File: src/rtl/trap_pkg.sv
package trap_pkg;
  typedef enum logic [1:0] {
    PRV_U = 2'd0,
    PRV_S = 2'd1,
    PRV_H = 2'd2,
    PRV_M = 2'd3
  } priv_e;

  typedef enum logic [2:0] {
    DST_NONE,
    DST_DBG_ENTER,
    DST_DBG_EXC,
    DST_SUP,
    DST_MACH
  } dest_e;
endpackage

File: src/rtl/trap_route.sv
module trap_route
  import trap_pkg::*;
#(
  parameter int XLEN     = 64,
  parameter int BP_CAUSE = 3
) (
  input  logic            trap_vld,
  input  logic [XLEN-1:0] cause,
  input  logic [1:0]      cur_prv,
  input  logic            dbg_busy,
  input  logic [3:0]      bp_en,
  input  logic [XLEN-1:0] edeleg,
  input  logic [XLEN-1:0] ideleg,
  output dest_e           dest
);
  localparam int              IW     = $clog2(XLEN);
  localparam logic [XLEN-1:0] XLEN_W = XLEN;
  localparam logic [XLEN-1:0] BP_W   = XLEN'(BP_CAUSE);

  logic            is_irq;
  logic [XLEN-1:0] cause_lo;
  logic [XLEN-1:0] sel_mask;
  logic            in_range;
  logic            dbit;
  logic            bp_hit;

  always_comb begin
    is_irq   = cause[XLEN-1];
    cause_lo = {1'b0, cause[XLEN-2:0]};
    sel_mask = is_irq ? ideleg : edeleg;
    in_range = cause_lo < XLEN_W;
    dbit     = sel_mask[cause_lo[IW-1:0]];
    bp_hit   = (cause == BP_W) && bp_en[cur_prv];
    dest     = DST_NONE;
    if (trap_vld) begin
      if (bp_hit)                                        dest = DST_DBG_ENTER;
      else if (dbg_busy)                                 dest = DST_DBG_EXC;
      else if ((cur_prv <= PRV_S) && in_range && dbit)   dest = DST_SUP;
      else                                               dest = DST_MACH;
    end
  end
endmodule

File: src/rtl/trap_mode_bank.sv
module trap_mode_bank #(
  parameter int XLEN = 64
) (
  input  logic            clk,
  input  logic            rst_n,
  input  logic            take,
  input  logic [XLEN-1:0] epc_in,
  input  logic [XLEN-1:0] cause_in,
  input  logic [XLEN-1:0] addr_in,
  input  logic            addr_vld,
  output logic [XLEN-1:0] epc_q,
  output logic [XLEN-1:0] cause_q,
  output logic [XLEN-1:0] bad_q
);
  logic [XLEN-1:0] epc_d, cause_d, bad_d;
  logic            bad_en;

  always_comb begin
    bad_en  = take && addr_vld;
    epc_d   = take   ? epc_in   : epc_q;
    cause_d = take   ? cause_in : cause_q;
    bad_d   = bad_en ? addr_in  : bad_q;
  end

  always_ff @(posedge clk or negedge rst_n) begin
    if (!rst_n) begin
      epc_q   <= '0;
      cause_q <= '0;
      bad_q   <= '0;
    end else begin
      epc_q   <= epc_d;
      cause_q <= cause_d;
      bad_q   <= bad_d;
    end
  end

  // an address-less trap leaves the bad-address register alone
  a_r6_bad_hold: assert property (@(posedge clk) disable iff (!rst_n)
    (take && !addr_vld) |=> $stable(bad_q));
  // the exception PC captured is the one presented with the trap
  a_r6_epc_capture: assert property (@(posedge clk) disable iff (!rst_n)
    take |=> (epc_q == $past(epc_in)));
endmodule

File: src/rtl/trap_dbg_state.sv
module trap_dbg_state #(
  parameter int XLEN      = 64,
  parameter int SWBP_CODE = 1
) (
  input  logic            clk,
  input  logic            rst_n,
  input  logic            enter,
  input  logic            clr,
  input  logic [1:0]      cur_prv,
  input  logic [XLEN-1:0] epc_in,
  output logic [2:0]      dcause_q,
  output logic [1:0]      dprv_q,
  output logic [XLEN-1:0] dpc_q,
  output logic            busy
);
  localparam logic [2:0] SWBP_W = 3'(SWBP_CODE);

  logic [2:0]      dcause_d;
  logic [1:0]      dprv_d;
  logic [XLEN-1:0] dpc_d;

  always_comb begin
    dcause_d = dcause_q;
    dprv_d   = dprv_q;
    dpc_d    = dpc_q;
    if (enter) begin
      dcause_d = SWBP_W;
      dprv_d   = cur_prv;
      dpc_d    = epc_in;
    end else if (clr) begin
      dcause_d = '0;
    end
    busy = (dcause_q != '0);
  end

  always_ff @(posedge clk or negedge rst_n) begin
    if (!rst_n) begin
      dcause_q <= '0;
      dprv_q   <= '0;
      dpc_q    <= '0;
    end else begin
      dcause_q <= dcause_d;
      dprv_q   <= dprv_d;
      dpc_q    <= dpc_d;
    end
  end

  // entering debug records the software-breakpoint cause and old privilege
  a_r2_enter_cause: assert property (@(posedge clk) disable iff (!rst_n)
    enter |=> (dcause_q == SWBP_W) && (dprv_q == $past(cur_prv)));
  // a restore with no trap ends the debug session
  a_r10_clear: assert property (@(posedge clk) disable iff (!rst_n)
    (clr && !enter) |=> (dcause_q == 3'd0));
endmodule

File: src/rtl/trap_commit_unit.sv
module trap_commit_unit
  import trap_pkg::*;
#(
  parameter int              XLEN         = 64,
  parameter logic [XLEN-1:0] DBG_ROM_ADDR = 'h800,
  parameter logic [XLEN-1:0] DBG_EXC_ADDR = 'h808,
  parameter int              BP_CAUSE     = 3,
  parameter int              SWBP_CODE    = 1
) (
  input  logic            clk,
  input  logic            rst_n,
  input  logic            trap_valid,
  input  logic [XLEN-1:0] trap_cause,
  input  logic [XLEN-1:0] trap_addr,
  input  logic            trap_addr_vld,
  input  logic [XLEN-1:0] trap_epc,
  input  logic [XLEN-1:0] stvec,
  input  logic [XLEN-1:0] mtvec,
  input  logic [XLEN-1:0] edeleg,
  input  logic [XLEN-1:0] ideleg,
  input  logic [3:0]      bp_en,
  input  logic            ld_valid,
  input  logic [1:0]      ld_prv,
  input  logic [3:0]      ld_ie,
  input  logic            resv_set,
  output logic            npc_vld,
  output logic [XLEN-1:0] npc,
  output logic [1:0]      prv,
  output logic [3:0]      ie,
  output logic            spie,
  output logic            spp,
  output logic            mpie,
  output logic [1:0]      mpp,
  output logic [XLEN-1:0] sepc,
  output logic [XLEN-1:0] scause,
  output logic [XLEN-1:0] sbad,
  output logic [XLEN-1:0] mepc,
  output logic [XLEN-1:0] mcause,
  output logic [XLEN-1:0] mbad,
  output logic [2:0]      dcause,
  output logic [1:0]      dprv,
  output logic [XLEN-1:0] dpc,
  output logic            resv_valid
);
  localparam int         NBANK   = 2;
  localparam logic [3:0] IE_MASK = 4'b1011;

  dest_e           dest;
  logic            dbg_busy;
  logic [XLEN-1:0] bank_epc   [NBANK];
  logic [XLEN-1:0] bank_cause [NBANK];
  logic [XLEN-1:0] bank_bad   [NBANK];

  logic [1:0]      prv_q, prv_d;
  logic [3:0]      ie_q, ie_d;
  logic            spie_q, spie_d, spp_q, spp_d, mpie_q, mpie_d;
  logic [1:0]      mpp_q, mpp_d;
  logic [XLEN-1:0] npc_q, npc_d;
  logic            npc_vld_q, npc_vld_d;
  logic            resv_q, resv_d;

  trap_route #(.XLEN(XLEN), .BP_CAUSE(BP_CAUSE)) u_route (
    .trap_vld (trap_valid),
    .cause    (trap_cause),
    .cur_prv  (prv_q),
    .dbg_busy (dbg_busy),
    .bp_en    (bp_en),
    .edeleg   (edeleg),
    .ideleg   (ideleg),
    .dest     (dest)
  );

  for (genvar g = 0; g < NBANK; g++) begin : g_bank
    localparam dest_e MY_DEST = (g == 0) ? DST_SUP : DST_MACH;
    trap_mode_bank #(.XLEN(XLEN)) u_bank (
      .clk      (clk),
      .rst_n    (rst_n),
      .take     (dest == MY_DEST),
      .epc_in   (trap_epc),
      .cause_in (trap_cause),
      .addr_in  (trap_addr),
      .addr_vld (trap_addr_vld),
      .epc_q    (bank_epc[g]),
      .cause_q  (bank_cause[g]),
      .bad_q    (bank_bad[g])
    );
  end

  trap_dbg_state #(.XLEN(XLEN), .SWBP_CODE(SWBP_CODE)) u_dbg (
    .clk      (clk),
    .rst_n    (rst_n),
    .enter    (dest == DST_DBG_ENTER),
    .clr      (ld_valid && !trap_valid),
    .cur_prv  (prv_q),
    .epc_in   (trap_epc),
    .dcause_q (dcause),
    .dprv_q   (dprv),
    .dpc_q    (dpc),
    .busy     (dbg_busy)
  );

  always_comb begin
    prv_d     = prv_q;
    ie_d      = ie_q;
    spie_d    = spie_q;
    spp_d     = spp_q;
    mpie_d    = mpie_q;
    mpp_d     = mpp_q;
    npc_d     = npc_q;
    npc_vld_d = (dest != DST_NONE);
    resv_d    = resv_q;
    if (ld_valid && !trap_valid) begin
      prv_d = ld_prv;
      ie_d  = ld_ie & IE_MASK;
    end
    if (dest != DST_NONE) resv_d = 1'b0;
    else if (resv_set)    resv_d = 1'b1;
    unique case (dest)
      DST_DBG_ENTER: begin
        npc_d = DBG_ROM_ADDR;
        prv_d = PRV_M;
      end
      DST_DBG_EXC: npc_d = DBG_EXC_ADDR;
      DST_SUP: begin
        npc_d   = stvec;
        spie_d  = ie_q[prv_q];
        spp_d   = prv_q[0];
        ie_d[1] = 1'b0;
        prv_d   = PRV_S;
      end
      DST_MACH: begin
        npc_d   = mtvec;
        mpie_d  = ie_q[prv_q];
        mpp_d   = prv_q;
        ie_d[3] = 1'b0;
        prv_d   = PRV_M;
      end
      default: ;
    endcase
  end

  always_ff @(posedge clk or negedge rst_n) begin
    if (!rst_n) begin
      prv_q     <= PRV_M;
      ie_q      <= '0;
      spie_q    <= 1'b0;
      spp_q     <= 1'b0;
      mpie_q    <= 1'b0;
      mpp_q     <= '0;
      npc_q     <= '0;
      npc_vld_q <= 1'b0;
      resv_q    <= 1'b0;
    end else begin
      prv_q     <= prv_d;
      ie_q      <= ie_d;
      spie_q    <= spie_d;
      spp_q     <= spp_d;
      mpie_q    <= mpie_d;
      mpp_q     <= mpp_d;
      npc_q     <= npc_d;
      npc_vld_q <= npc_vld_d;
      resv_q    <= resv_d;
    end
  end

  assign npc_vld    = npc_vld_q;
  assign npc        = npc_q;
  assign prv        = prv_q;
  assign ie         = ie_q;
  assign spie       = spie_q;
  assign spp        = spp_q;
  assign mpie       = mpie_q;
  assign mpp        = mpp_q;
  assign sepc       = bank_epc[0];
  assign scause     = bank_cause[0];
  assign sbad       = bank_bad[0];
  assign mepc       = bank_epc[1];
  assign mcause     = bank_cause[1];
  assign mbad       = bank_bad[1];
  assign resv_valid = resv_q;

  // a redirect inside debug keeps privilege and machine registers
  a_r3_redirect_quiet: assert property (@(posedge clk) disable iff (!rst_n)
    (dest == DST_DBG_EXC) |=> (npc_q == DBG_EXC_ADDR) && $stable(prv_q) && $stable(mepc));
  // supervisor entry stacks the old privilege and clears the S enable
  a_r7_sup_entry: assert property (@(posedge clk) disable iff (!rst_n)
    (dest == DST_SUP) |=> (prv_q == PRV_S) && !ie_q[1] && (spp_q == $past(prv_q[0])));
  // machine entry stacks the old privilege and clears the M enable
  a_r8_mach_entry: assert property (@(posedge clk) disable iff (!rst_n)
    (dest == DST_MACH) |=> (prv_q == PRV_M) && !ie_q[3] && (mpp_q == $past(prv_q)));
  // a trap raised in M is never handed to S
  a_r5_no_sup_from_m: assert property (@(posedge clk) disable iff (!rst_n)
    (trap_valid && prv_q == PRV_M) |-> (dest != DST_SUP));
  // any trap commit drops the reservation
  a_r9_resv_drop: assert property (@(posedge clk) disable iff (!rst_n)
    trap_valid |=> !resv_q);
  // the redirect strobe follows only a trap cycle
  a_r11_pulse: assert property (@(posedge clk) disable iff (!rst_n)
    !trap_valid |=> !npc_vld_q);
endmodule

File: config.mk
export PLATFORM = sky130hd
export DESIGN_NAME = trap_commit_unit
export DESIGN_NICKNAME = d
export VERILOG_FILES = /design/src/rtl/trap_pkg.sv /design/src/rtl/trap_route.sv /design/src/rtl/trap_mode_bank.sv /design/src/rtl/trap_dbg_state.sv /design/src/rtl/trap_commit_unit.sv
export SDC_FILE = /design/constraint.sdc
export NUM_CORES = 1
export LEC_CHECK = 0
export BUFFER_PORTS_ARGS = -buffer_cell sky130_fd_sc_hd__buf_2
export CAP_MARGIN = 5
export CORE_AREA = 3 3 382 384
export CTS_CLUSTER_DIAMETER = 50
export CTS_CLUSTER_SIZE = 24
export DETAILED_ROUTE_END_ITERATION = 8
export DIE_AREA = 0 0 385 387
export PLACE_DENSITY = 0.35
export SYNTH_ARGS = -nofsm -noshare
export SYNTH_HDL_FRONTEND = slang
export SYNTH_HIERARCHICAL = 1
export SYNTH_SLANG_ARGS = --single-unit
File: constraint.sdc
create_clock -name clk -period 4.58 [get_ports clk]
set_input_delay 0.916 -clock clk [delete_from_list [all_inputs] [get_ports clk]]
set_output_delay 0.916 -clock clk [all_outputs]
set_load 0.02 [all_outputs]
Word level (Yosys, flattened, before mapping)
Cells that the tools add are included.

operators by class
  reductions and logical operators = 16
  magnitude comparators = 4
  mux-type cells = 21
  eq/ne operators = 5

operators by type and width
  operator                                                                 number
  64-bit one-hot mux with 4 select lines                                   1
  64-bit by 2-bit equality test with 1-bit output (second input constant)  1
  64-bit two-way mux                                                       1
  63-bit by 7-bit < comparator with 1-bit output (second input constant)   1
  3-bit two-way mux                                                        6
  3-bit nonzero test                                                       3
  2-bit nonzero test                                                       4
  6-bit by 7-bit < comparator with 1-bit output (second input constant)    1
  1-bit two-way mux                                                        7
  1-bit binary-select mux with 6-bit select                                1
  3-bit by 2-bit equality test with 1-bit output (second input constant)   2
  1-bit logical AND                                                        6
  1-bit binary-select mux with 2-bit select                                2
  4-bit two-way mux                                                        1
  2-bit one-hot mux with 2 select lines                                    1
  4-bit nonzero test                                                       1
  3-bit by 1-bit equality test with 1-bit output (second input constant)   1
  3-bit equality test (second input constant)                              1
  2-bit by 3-bit < comparator with 1-bit output (second input constant)    1
  2-bit by 1-bit <= comparator with 1-bit output (second input constant)   1
  2-bit two-way mux                                                        1
  2-bit OR reduction                                                       1
  1-bit zero test                                                          1

word-level totals
  input port bits = 464
  word-level logic and storage cells = 66
  register bits = 529

Logic depth before layout (Yosys ltp)
Gate-level depths: netlist of the first run.

  word-level depth = 11
  depth in mapped cells = 17
  depth with buffers taken out = 11

Cells and area by module
Netlist of the first run, hierarchy kept.

modules (own cells, without submodules)
  module            cells an instance  times used  sequential area each (µm²)  area each (µm²)
  trap_mode_bank    405                2           4804.6                      7103.1
  trap_commit_unit  419                1           1904.3                      4545.6
  trap_dbg_state    146                1           1676.6                      2622.5
  trap_route        120                1           0.0                         1293.7

Worst setup path after synthesis of the first run
No wires, ideal clock.

  kind = input-to-reg
  start = in trap_cause[0]
  end = reg g_bank[1].u_bank.cause_q[43]
  library setup time = 0.125 ns
  data required time = 4.455 ns
  arrival = 4.655 ns
  setup slack = -0.199 ns
  stages on the path = 15
  buffers on the path = 6
  cells stage by stage = clkbuf_1 -> clkbuf_1 -> mux4_2 -> mux4_2 -> a2111oi_0 -> o22ai_1 -> a31oi_1 -> nor2b_1 -> buf_6 -> or3b_1 -> buf_2 -> inv_1 -> buf_2 -> buf_4 -> mux2_2

on the way
  word-level cells in the longest chain between the ends = 8

RTL lines
  element                                                                                                             RTL line                            text
  start, declared                                                                                                     trap_commit_unit.sv:13              input logic [XLEN-1:0] trap_cause,
  63-bit by 7-bit < comparator with 1-bit output / 1-bit binary-select mux with 6-bit select (equally long branches)  trap_route.sv:31, trap_route.sv:32
  1-bit logical AND / 1-bit two-way mux (equally long branches)                                                       trap_route.sv:38, trap_route.sv:32
  1-bit logical AND                                                                                                   trap_route.sv:38                    else if ((cur_prv <= PRV_S) && in_range && dbit) dest = DST_SUP;
  3-bit two-way mux                                                                                                   trap_route.sv:38
  3-bit two-way mux                                                                                                   trap_route.sv:37                    else if (dbg_busy) dest = DST_DBG_EXC;
  3-bit two-way mux *                                                                                                 trap_route.sv:36                    if (bp_hit) dest = DST_DBG_ENTER;
  3-bit two-way mux *                                                                                                 trap_route.sv:35                    if (trap_vld) begin
  net dest[2]                                                                                                         trap_commit_unit.sv:48              dest_e dest;
  3-bit equality test *                                                                                               trap_commit_unit.sv:78              .take (dest == MY_DEST),
  end signal, assigned                                                                                                trap_mode_bank.sv:32                cause_q <= cause_d;
  end, declared                                                                                                       trap_mode_bank.sv:12                output logic [XLEN-1:0] cause_q,

Mark *: on every way through the listed nets, which the timed path passes. The rest lies on a longest branch. The select of a mux whose other input is x is not followed.
A chain may end at the register's enable or synchronous reset.

Worst setup path after layout of the first run
  start = in trap_cause[63]
  end = reg g_bank[1].u_bank.epc_q[53]

on the way
  word-level cells in the longest chain between the ends = 9

RTL lines
  element                                    RTL line                text
  64-bit two-way mux                         trap_route.sv:30        sel_mask = is_irq ? ideleg : edeleg;
  1-bit binary-select mux with 6-bit select  trap_route.sv:32        dbit = sel_mask[cause_lo[IW-1:0]];
  1-bit two-way mux (implied by the code)    trap_route.sv:32
  1-bit logical AND                          trap_route.sv:38
  3-bit two-way mux                          trap_route.sv:38
  3-bit two-way mux                          trap_route.sv:37
  3-bit two-way mux *                        trap_route.sv:36
  3-bit two-way mux *                        trap_route.sv:35
  net dest[2]                                trap_commit_unit.sv:48
  3-bit equality test *                      trap_commit_unit.sv:78
  end signal, assigned                       trap_mode_bank.sv:31    epc_q <= epc_d;
  end, declared                              trap_mode_bank.sv:11    output logic [XLEN-1:0] epc_q,

Marks and branches as above.

==> results.yml, run 1 <==
global_route:
  antenna_found_initial: 40
  grt_overflow_total: 0
  first_global_vias: 18550
  track_usage_pct: 13.24
  grt_max_degree: 76
  grt_pass1_wl_um: 142900
drt:
  drt_iter0_drc: 775
  first_pass_iters: 5
  routed_via_density: 3.831
  drt_wl_total_um: 102300
  drc: 0
  avgRoutedWirePerCell_um: 22.38
  final_antenna_net_count: 0
  num_vias: 17510
pwr:
  power_frac_clock_pct: 51.9
  total_power_mw: 14.17
  p_per_area_nw_per_um2: 416.1
  pwr-share-comb_pct: 12.2
  swShare_pct: 26.76
  static-leakage-power_nw: 17.13
  intPower_mw: 10.38
  power.switching_mw: 3.791
  p_seq_share_pct: 35.9
  ir_worst_vdd_mv: 0.2761
clock_network:
  clk_latency_ns: 0.68
  clock_path_buffers: 3
  root_buffer: "clkbuf_16"
  clk_pin_slew_ns: 0.05
  cts_hold_repair.buffers: 0
  cts_tree: "built"
  htree_levels: 3
  cts_made_buffers: 89
  cts_sinks: 527
timing:
  worst_pin_slew_ns: 0.9851
  hold_viol_final: 0
  clock.fmax_ghz: 0.2303
  min_period_over_period_pct: 94.82
  rsz0062_at_grt: "false"
  final-max-slew-violation-count: 0
  setup_viol: 0
  min_period_ns: 4.343
  finClkSkew_ns: 0.03576
  relSlewSlack_pct: 34.33
floorplanning:
  rows: 139
  die_x_um: 385
  die_h_um: 387
  initial_core_util_pct: 15.84
  coreArea_um2: 143100
  dieArea_um2: 149000
  io_pins: 994
synth:
  yosysSeqAreaShare_pct: 58.19
  synth-async-reset-ratio_pct: 100.0
  synth_flop_cell: "dfrtp_1"
  yosysWarnings: 6
  netlist_area_um2: 22670
  ys_ff_latch: 527
  synth_edf_count: 0
  synthCells: 1495
  synthDistinctLibCells: 54
  avgSynthCellArea_um2: 15.16
critical_path:
  endpoint_kind: "flip-flop"
  worstPathRequired_ns: 5.13
  path_max_fanout: 24
  crit_arrival_ns: 4.89
  worstSetupPathType: "input port to flip-flop"
  crit_path_start_kind: "input port"
layout:
  nets: 3042
  drive_gt1_share_pct: 66.24
  area_delta_synth_final_pct: 50.21
  layout.cells.non_filler: 4572
placed_design:
  placed_cells: 4390
  io_buffers: 989
  dpl.hpwl_um: 80440
  gp_congestion: 0.8703
worst_hold_path:
  holdCritPathClass: "input port to async pin"
job:
  drv_cap: 0
outcome:
  status: "completed"
==> cell usage after synthesis (3+ instances only) <==
| library cell | number | share of area [%] |
|---|---|---|
| a21oi_1 | 5 | 0.11 |
| a221o_1 | 62 | 2.7 |
| a22o_1 | 63 | 2.4 |
| a31oi_1 | 3 | 0.083 |
| buf_1 | 3 | 0.050 |
| buf_2 | 41 | 0.91 |
| buf_4 | 35 | 1.2 |
| buf_6 | 13 | 0.65 |
| clkbuf_1 | 17 | 0.28 |
| dfrtp_1 | 525 | 58 |
| inv_1 | 11 | 0.18 |
| mux2_1 | 10 | 0.50 |
| mux2_2 | 416 | 21 |
| mux2_4 | 31 | 2.1 |
| mux2i_1 | 74 | 3.3 |
| mux4_2 | 33 | 3.3 |
| nand2_1 | 5 | 0.083 |
| nand2b_1 | 3 | 0.083 |
| nand3_1 | 6 | 0.13 |
| nand4_1 | 3 | 0.083 |
| nor2_1 | 75 | 1.2 |
| nor2b_1 | 4 | 0.11 |
| nor4_1 | 14 | 0.39 |
| o21ai_0 | 3 | 0.066 |
==> per-layer routing <==
metal / track usage (%) / wire [µm] / up-vias
met5: 0.5848 / 220 / -
met4: 3.952 / 2483 / 16
met3: 5.127 / 8719 / 145
met2: 21.63 / 48800 / 670
met1: 15.98 / 42100 / 8895
li1: - / - / 7788
==> final timing paths <==
check                      cells past startpoint  slack [ns]                             startpoint                                       end
min reg2reg                                    1        0.48  g_bank[1].u_bank/bad_q[7]$_DFFE_PN0P_     g_bank[1].u_bank/bad_q[7]$_DFFE_PN0P_
min in group clk                               2        0.47                          trap_addr[37]    g_bank[1].u_bank/bad_q[37]$_DFFE_PN0P_
max in group asynchronous                      2        3.36                                  rst_n               u_dbg/dpc_q[20]$_DFFE_PN0P_
max reg2reg                                   10        1.02                     prv[0]$_DFFE_PN1P_    g_bank[1].u_bank/epc_q[53]$_DFFE_PN0P_
min                                            1        0.29                                  rst_n  g_bank[1].u_bank/cause_q[49]$_DFFE_PN0P_
max                                           13        0.24                         trap_cause[63]    g_bank[1].u_bank/epc_q[53]$_DFFE_PN0P_
==> critical path: stages <==
cell	delay [ns]
buf_4	0.22
mux4_2	0.57
mux4_2	0.57
a2111oi_2	0.42
o22ai_2	0.18
buf_4	0.17
a31oi_1	0.23
nor2b_4	0.20
or3b_1	0.43
inv_6	0.14
buf_12	0.22
buf_12	0.21
mux2_2	0.36
==> cells by family after synthesis <==
family,after synthesis,share of synthesized area [%]
muxes,564,29.76
and+or+nand+nor,127,2.677
adders and majority gates,1,0.04416
buffers and inverters,120,3.223
AOI/OAI and AO/OA,154,6.072
DFF,527,58.19
other,2,0.03313
==> power by group through the flow <==
stage	clock, mW	sequential [mW]	combinational [mW]
final	7.35	5.09	1.73
after global routing	7.81	5.12	1.86
after CTS	7.63	5.09	1.77
after detailed placement	0	5.16	1.77
after global placement	0	5.16	1.77
after floorplan	0	5.48	0.519
==> registers in the layout, indices dropped and copies added, names as in the netlist, 2 cells and up <==
register	cells
prv	2
ie	3
g_bank.u_bank/bad_q	128
u_dbg/dpc_q	64
npc	64
mpp	2
g_bank.u_bank/cause_q	128
u_dbg/dprv_q	2
g_bank.u_bank/epc_q	128
==> repair_timing <==
item                       4_1_cts  5_1_grt
setup endpoints to repair       55      109
gates resized for setup          1        6
setup buffers                    0        0
==> cell type report <==
cell class / count / area (µm²)
Inverter: 11 / 46.29
Timing Repair Buffer: 1100 / 6299
Multi-Input combinational cell: 849 / 8805
Antenna cell: 18 / 45.04
Clock inverter: 59 / 865.8
Clock buffer: 105 / 2419
Sequential cell: 527 / 13190
Fill cell: 15410 / 109100
Tap cell: 1903 / 2381
==> placed cells by master, fill, tap and decap left out, types with 7 or more instances in the layout <==
| master | instances |
|---|---|
| mux2_4 | 31 |
| clkinvlp_4 | 8 |
| inv_1 | 10 |
| clkbuf_16 | 90 |
| buf_2 | 986 |
| inv_6 | 9 |
| bufinv_16 | 16 |
| mux2_1 | 10 |
| buf_12 | 40 |
| nor2_1 | 73 |
| mux4_2 | 33 |
| mux2_2 | 416 |
| a22o_1 | 63 |
| clkinv_4 | 7 |
| clkbuf_8 | 11 |
| clkinv_2 | 13 |
| buf_4 | 72 |
| diode_2 | 18 |
| mux2i_1 | 73 |
| a221o_1 | 62 |
| nor4_1 | 14 |
| dfrtp_1 | 525 |
==> through the flow <==
stage	area (µm²)	worst slack, ns	utilization (%)	hold slack [ns]	TNS [ns]
2_1_floorplan	22680	0.01201	-	0.4993	0
3_3_place_gp	30690	-0.7975	21.44	0.4650	-299.30
3_5_place_dp	30690	-0.8284	21.44	0.4706	-307.68
4_1_cts	33980	0.02670	23.74	0.2391	0
5_1_grt	34040	0.03509	23.78	0.2718	0
6_report	34050	0.2373	23.79	0.2909	0
No activity file was read; power rests on OpenSTA's default activity.
==> inputs of run 2 (changes only) <==
Settings changed: RECOVER_POWER from default to 100, SKIP_CTS_REPAIR_TIMING from default to 1.
==> results.yml, run 2 (same netlist as run 1, synthesis figures left out) <==
outcome:
  status: "finished, violations left"
  violations: "max-capacitance violations, max-slew violations"
pwr:
  power_frac_clock_pct: 52.2
  power.switching_mw: 3.808
  ir_worst_vdd_mv: 0.2752
  intPower_mw: 10.29
  static-leakage-power_nw: 15.04
  p_seq_share_pct: 36.1
  swShare_pct: 27.02
  p_per_area_nw_per_um2: 428.4
  pwr-share-comb_pct: 11.6
timing:
  min_period_ns: 4.435
  hold_ws_ns: 0.4709
  clock.fmax_ghz: 0.2255
  worst_pin_slew_ns: 2.365
  rsz0062_at_grt: "false"
  hold_viol_final: 0
  final-max-slew-violation-count: 141
  layout_setup_ws_ns: 0.1454
  min_period_over_period_pct: 96.83
  relSlewSlack_pct: -57.70
  setup_viol: 0
  finClkSkew_ns: 0.03643
global_route:
  antenna_found_initial: 41
  grt_pass1_wl_um: 142900
  first_global_vias: 18550
  track_usage_pct: 13.24
  grt_max_degree: 76
  grt_overflow_total: 0
layout:
  multi_input_area_um2: 8698
  reg_top3: "g_bank.u_bank/bad_q: 128 flops, g_bank.u_bank/cause_q: 128 flops, g_bank.u_bank/epc_q: 128 flops"
  utilization_pct: 22.99
  num-fill-cells: 15660
  drive_gt1_share_pct: 44.21
  final_common_cell: "clkbuf_1"
  layout.cells.non_filler: 4570
  final_cell_mix: "clkbuf_1, dfrtp_1, buf_2"
  postLayoutCellArea_um2: 32900
  area_delta_synth_final_pct: 45.16
  regArea_um2: 13190
  nets: 3042
critical_path:
  crit_path_start_kind: "input port"
  worstPathRequired_ns: 5.12
  max_stage_delay_ns: 0.59
  crit_chain: "buf_2 > buf_4 > mux4_2 > mux2i_2 > buf_4 > o2111ai_1 > o311ai_2 > o22ai_2 > clkbuf_4 > a31oi_1 > nor2b_4 > or3b_1 > inv_6 > buf_12 > buf_8 > mux2_2"
  critPathSlowestCell: "mux4_2"
  cpMostUsedCell: "buf_4"
  worstSetupPathType: "input port to flip-flop"
  crit_arrival_ns: 4.97
  endpoint_kind: "flip-flop"
  path_max_fanout: 21
floorplanning:
  io_pins: 994
  die_h_um: 387
  die_x_um: 385
  dieArea_um2: 149000
  rows: 139
  initial_core_util_pct: 15.84
  coreArea_um2: 143100
drt:
  avgRoutedWirePerCell_um: 22.44
  num_vias: 17530
  drt_iter0_drc: 669
  final_antenna_net_count: 0
  routed_via_density: 3.837
  first_pass_iters: 5
  drc: 0
  drt_wl_total_um: 102500
placed_design:
  dpl.hpwl_um: 80440
  place_ws_ns: -0.8284
  placed_cells: 4390
  gp_congestion: 0.8703
  post_dp_cell_area_um2: 30690
  io_buffers: 989
clock_network:
  clk_pin_slew_ns: 0.05
  clk_latency_ns: 0.68
  cts_tree: "built"
  htree_levels: 3
  cts_made_buffers: 89
  root_buffer: "clkbuf_16"
  cts_sinks: 527
  clock_path_buffers: 3
job:
  drv_cap: 3
worst_hold_path:
  holdCritPathClass: "input port to flip-flop"
## run 2: cell count changes in the layout (fill, tap and decap cells not counted), moves of 8 or more
cell / before / now
buf_12: 40 / 21
buf_4: 72 / 40
clkbuf_2: 0 / 11
clkbuf_1: 4 / 560
buf_2: 986 / 461
mux2_4: 31 / 8
clkbuf_4: 1 / 9
mux2_1: 10 / 33
## run 2: cell type report
cell class              instances  area share (%)
diodes                         16          0.1217
clock buffers                 105           7.350
clock inverters                59           2.631
inverters                      11          0.1407
multi-input cells             849           26.44
flip-flops and latches        527           40.09
well taps                    1903           7.236
repair buffers               1100           16.00
## run 2: power groups by stage
stage | logic (mW) | clock network (mW) | registers [mW]
2_1_floorplan | 0.519 | 0 | 5.48
3_3_place_gp | 1.77 | 0 | 5.16
3_5_place_dp | 1.77 | 0 | 5.16
4_1_cts | 1.77 | 7.63 | 5.09
5_1_grt | 1.77 | 7.81 | 5.13
6_report | 1.64 | 7.36 | 5.09
## run 2: per-layer routing
metal / wire (µm) / global-route usage (%) / share of wire [%]
met5: 201 / 0.5848 / 0.20
met1: 42280 / 15.98 / 41
met2: 48550 / 21.63 / 47
met3: 8780 / 5.127 / 8.6
met4: 2735 / 3.952 / 2.7
## run 2: worst paths after layout
kind / from / to / slack (ns) / depth (start not counted)
setup / recovery: trap_cause[0] / g_bank[1].u_bank/epc_q[2]$_DFFE_PN0P_ / 0.15 / 16
hold / removal: trap_addr[37] / g_bank[1].u_bank/bad_q[37]$_DFFE_PN0P_ / 0.47 / 2
setup reg to reg: prv[0]$_DFFE_PN1P_ / g_bank[0].u_bank/cause_q[2]$_DFFE_PN0P_ / 0.57 / 10
hold reg to reg: u_dbg/dpc_q[53]$_DFFE_PN0P_ / u_dbg/dpc_q[53]$_DFFE_PN0P_ / 0.48 / 1
max in group asynchronous: rst_n / u_dbg/dpc_q[53]$_DFFE_PN0P_ / 0.82 / 2
min in group asynchronous: rst_n / g_bank[0].u_bank/cause_q[49]$_DFFE_PN0P_ / 0.96 / 1
## run 2: critical path, delay by kind of cell
family                 cells  cell delay (ns)
AND/OR/NAND/NOR            2             0.63
AO/OA/AOI/OAI              4             0.71
buffers and inverters      7             1.47
multiplexers               3             1.21
## run 2: through the flow
| stage | TNS, ns | power, mW |
|---|---|---|
| 2_1_floorplan | 0 | 5.995 |
| 5_1_grt | 0 | 14.71 |
| 6_report | 0 | 14.09 |
| 3_5_place_dp | -307.68 | 6.928 |
| 3_3_place_gp | -299.30 | 6.928 |
| 4_1_cts | -1.506 | 14.49 |
==> inputs of run 3 (changes only) <==
Settings changed: BUFFER_PORTS_ARGS -buffer_cell sky130_fd_sc_hd__buf_2 to default, CORE_AREA 3 3 382 384 to 3 3 381 383, DIE_AREA 0 0 385 387 to 0 0 384 386, DONT_BUFFER_PORTS from default to 1, PLACE_DENSITY 0.35 to 0.3, TNS_END_PERCENT from default to 10.
==> results.yml, run 3 (same netlist as run 1, synthesis figures left out) <==
drt:
  drt_wl_total_um: 93010
  final_antenna_net_count: 0
  num_vias: 13850
  first_pass_iters: 5
  routed_via_density: 3.900
  drt_iter0_drc: 571
  drc: 0
  avgRoutedWirePerCell_um: 26.20
floorplanning:
  die_x_um: 384
  coreArea_um2: 141800
  die_h_um: 386
  initial_core_util_pct: 15.99
  dieArea_um2: 148200
  rows: 138
  io_pins: 994
critical_path:
  cp.depth: 12
  crit_chain: "mux4_2 > mux4_2 > a2111oi_0 > buf_4 > o22ai_1 > a31oi_1 > nor2b_1 > or3b_1 > inv_6 > buf_12 > clkbuf_4 > mux2_2"
  worstPathRequired_ns: 5.14
  crit_arrival_ns: 4.80
  worstSetupPathType: "input port to flip-flop"
  r2r_cells: 11
  r2r-end: "g_bank[0].u_bank/cause_q[32]$_DFFE_PN0P_"
  reg2reg_slack_ns: 0.85
  path_buf_inv: 4
  r2r-start: "prv[0]$_DFFE_PN1P_"
  crit_path_start_kind: "input port"
  max_stage_delay_ns: 0.54
  path_max_fanout: 34
  path_delay_family: "multiplexers"
  endpoint_kind: "flip-flop"
  cpMostUsedCell: "mux4_2"
  critPathSlowestCell: "mux4_2"
timing:
  min_period_ns: 4.237
  hold_viol_final: 0
  setup_viol: 0
  finClkSkew_ns: 0.03139
  hold_ws_ns: 0.3655
  final-max-slew-violation-count: 206
  relSlewSlack_pct: -115.4
  clock.fmax_ghz: 0.2360
  worst_pin_slew_ns: 3.231
  min_period_over_period_pct: 92.50
  rsz0062_at_grt: "false"
global_route:
  first_global_vias: 14860
  grt_pass1_wl_um: 125100
  antenna_found_initial: 18
  track_usage_pct: 11.88
  grt_max_degree: 528
  grt_overflow_total: 0
clock_network:
  htree_levels: 3
  root_buffer: "clkbuf_16"
  cts_made_buffers: 90
  cts_sinks: 527
  clk_latency_ns: 0.68
  clk_pin_slew_ns: 0.06
  cts_tree: "built"
  clock_path_buffers: 3
pwr:
  intPower_mw: 10.15
  power_frac_clock_pct: 54.6
  p_seq_share_pct: 40.4
  ir_worst_vdd_mv: 0.3544
  power.switching_mw: 3.588
  p_per_area_nw_per_um2: 480.6
  static-leakage-power_nw: 12.56
  pwr-share-comb_pct: 5.0
  total_power_mw: 13.74
  swShare_pct: 26.11
placed_design:
  post_dp_cell_area_um2: 25410
  io_buffers: 0
  gp_congestion: 0.8743
  placed_cells: 3359
  dpl.hpwl_um: 70840
worst_hold_path:
  worstHoldEndpoint: "u_dbg/dpc_q[41]$_DFFE_PN0P_"
  holdPathStages: 1
  holdCritPathClass: "input port to flip-flop"
  hold_path_startpoint: "trap_epc[41]"
layout:
  nets: 2029
  drive_gt1_share_pct: 42.14
  postLayoutCellArea_um2: 28600
  num-fill-cells: 15120
  utilization_pct: 20.17
  final_cell_mix: "dfrtp_1, mux2_2, clkbuf_16"
  area_delta_synth_final_pct: 26.15
  final_common_cell: "dfrtp_1"
  layout.cells.non_filler: 3550
  reg_top3: "g_bank.u_bank/bad_q: 128 flops, g_bank.u_bank/cause_q: 128 flops, g_bank.u_bank/epc_q: 128 flops"
job:
  drv_cap: 1
outcome:
  status: "finished, violations left"
  violations: "max-capacitance violations, max-slew violations"
-- run 3: area by class of cell --
class,instances,area (µm²),share of cell area (%)
Multi-Input combinational cell,849,8677,30.34
Sequential cell,527,13190,46.13
Tap cell,1890,2365,8.270
Clock buffer,105,2410,8.427
Antenna cell,18,45.04,0.1575
Inverter,11,46.29,0.1619
Timing Repair Buffer,86,894.6,3.128
Clock inverter,64,968.4,3.387
-- run 3: worst max path at each step --
stage | end | startpoint | slack [ns]
final | g_bank[1].u_bank/cause_q[21]$_DFFE_PN0P_ | trap_cause[63] | 0.34
after global routing | npc[8]$_DFFE_PN0P_ | trap_cause[63] | 0.14
after CTS | g_bank[1].u_bank/cause_q[38]$_DFFE_PN0P_ | trap_cause[63] | 0.35
after detailed placement | g_bank[1].u_bank/cause_q[42]$_DFFE_PN0P_ | trap_cause[63] | -0.36
after global placement | g_bank[1].u_bank/bad_q[7]$_DFFE_PN0P_ | trap_cause[63] | -0.43
after floorplan | g_bank[1].u_bank/cause_q[0]$_DFFE_PN0P_ | trap_cause[63] | 0.01
-- run 3: power groups by stage --
stage	combinational [mW]	sequential (mW)	clock [mW]
6_report	0.692	5.55	7.51
4_1_cts	0.612	5.56	7.77
3_5_place_dp	0.610	5.64	0
5_1_grt	0.767	5.58	7.97
3_3_place_gp	0.594	5.64	0
2_1_floorplan	0.519	5.48	0
-- run 3: metrics by stage --
step / setup slack (ns) / setup TNS [ns]
final: 0.3433 / 0
after global routing: 0.1398 / 0
after CTS: 0.3456 / 0
after detailed placement: -0.3607 / -100.95
after global placement: -0.4261 / -136.75
after floorplan: 0.01201 / 0
-- run 3: routing by layer --
layer | global-route usage [%] | up-vias | part of all wire, %
met4 | 5.011 | 4 | 3.1
met1 | 11.86 | 7261 | 33
met5 | 0.5291 | - | 0.029
li1 | - | 5739 | -
met2 | 20.25 | 703 | 51
met3 | 6.638 | 139 | 13
-- run 3: worst reg2reg max path: stages (launching register included) --
cell and delay (ns):
dfstp_2 0.61, mux4_2 0.58, and4_1 0.27, nand2_1 0.11, nand2_1 0.07, nor2_1 0.15
clkbuf_4 0.16, nor2b_4 0.15, and2_1 0.46, buf_12 0.25, buf_2 0.42, mux2_2 0.39
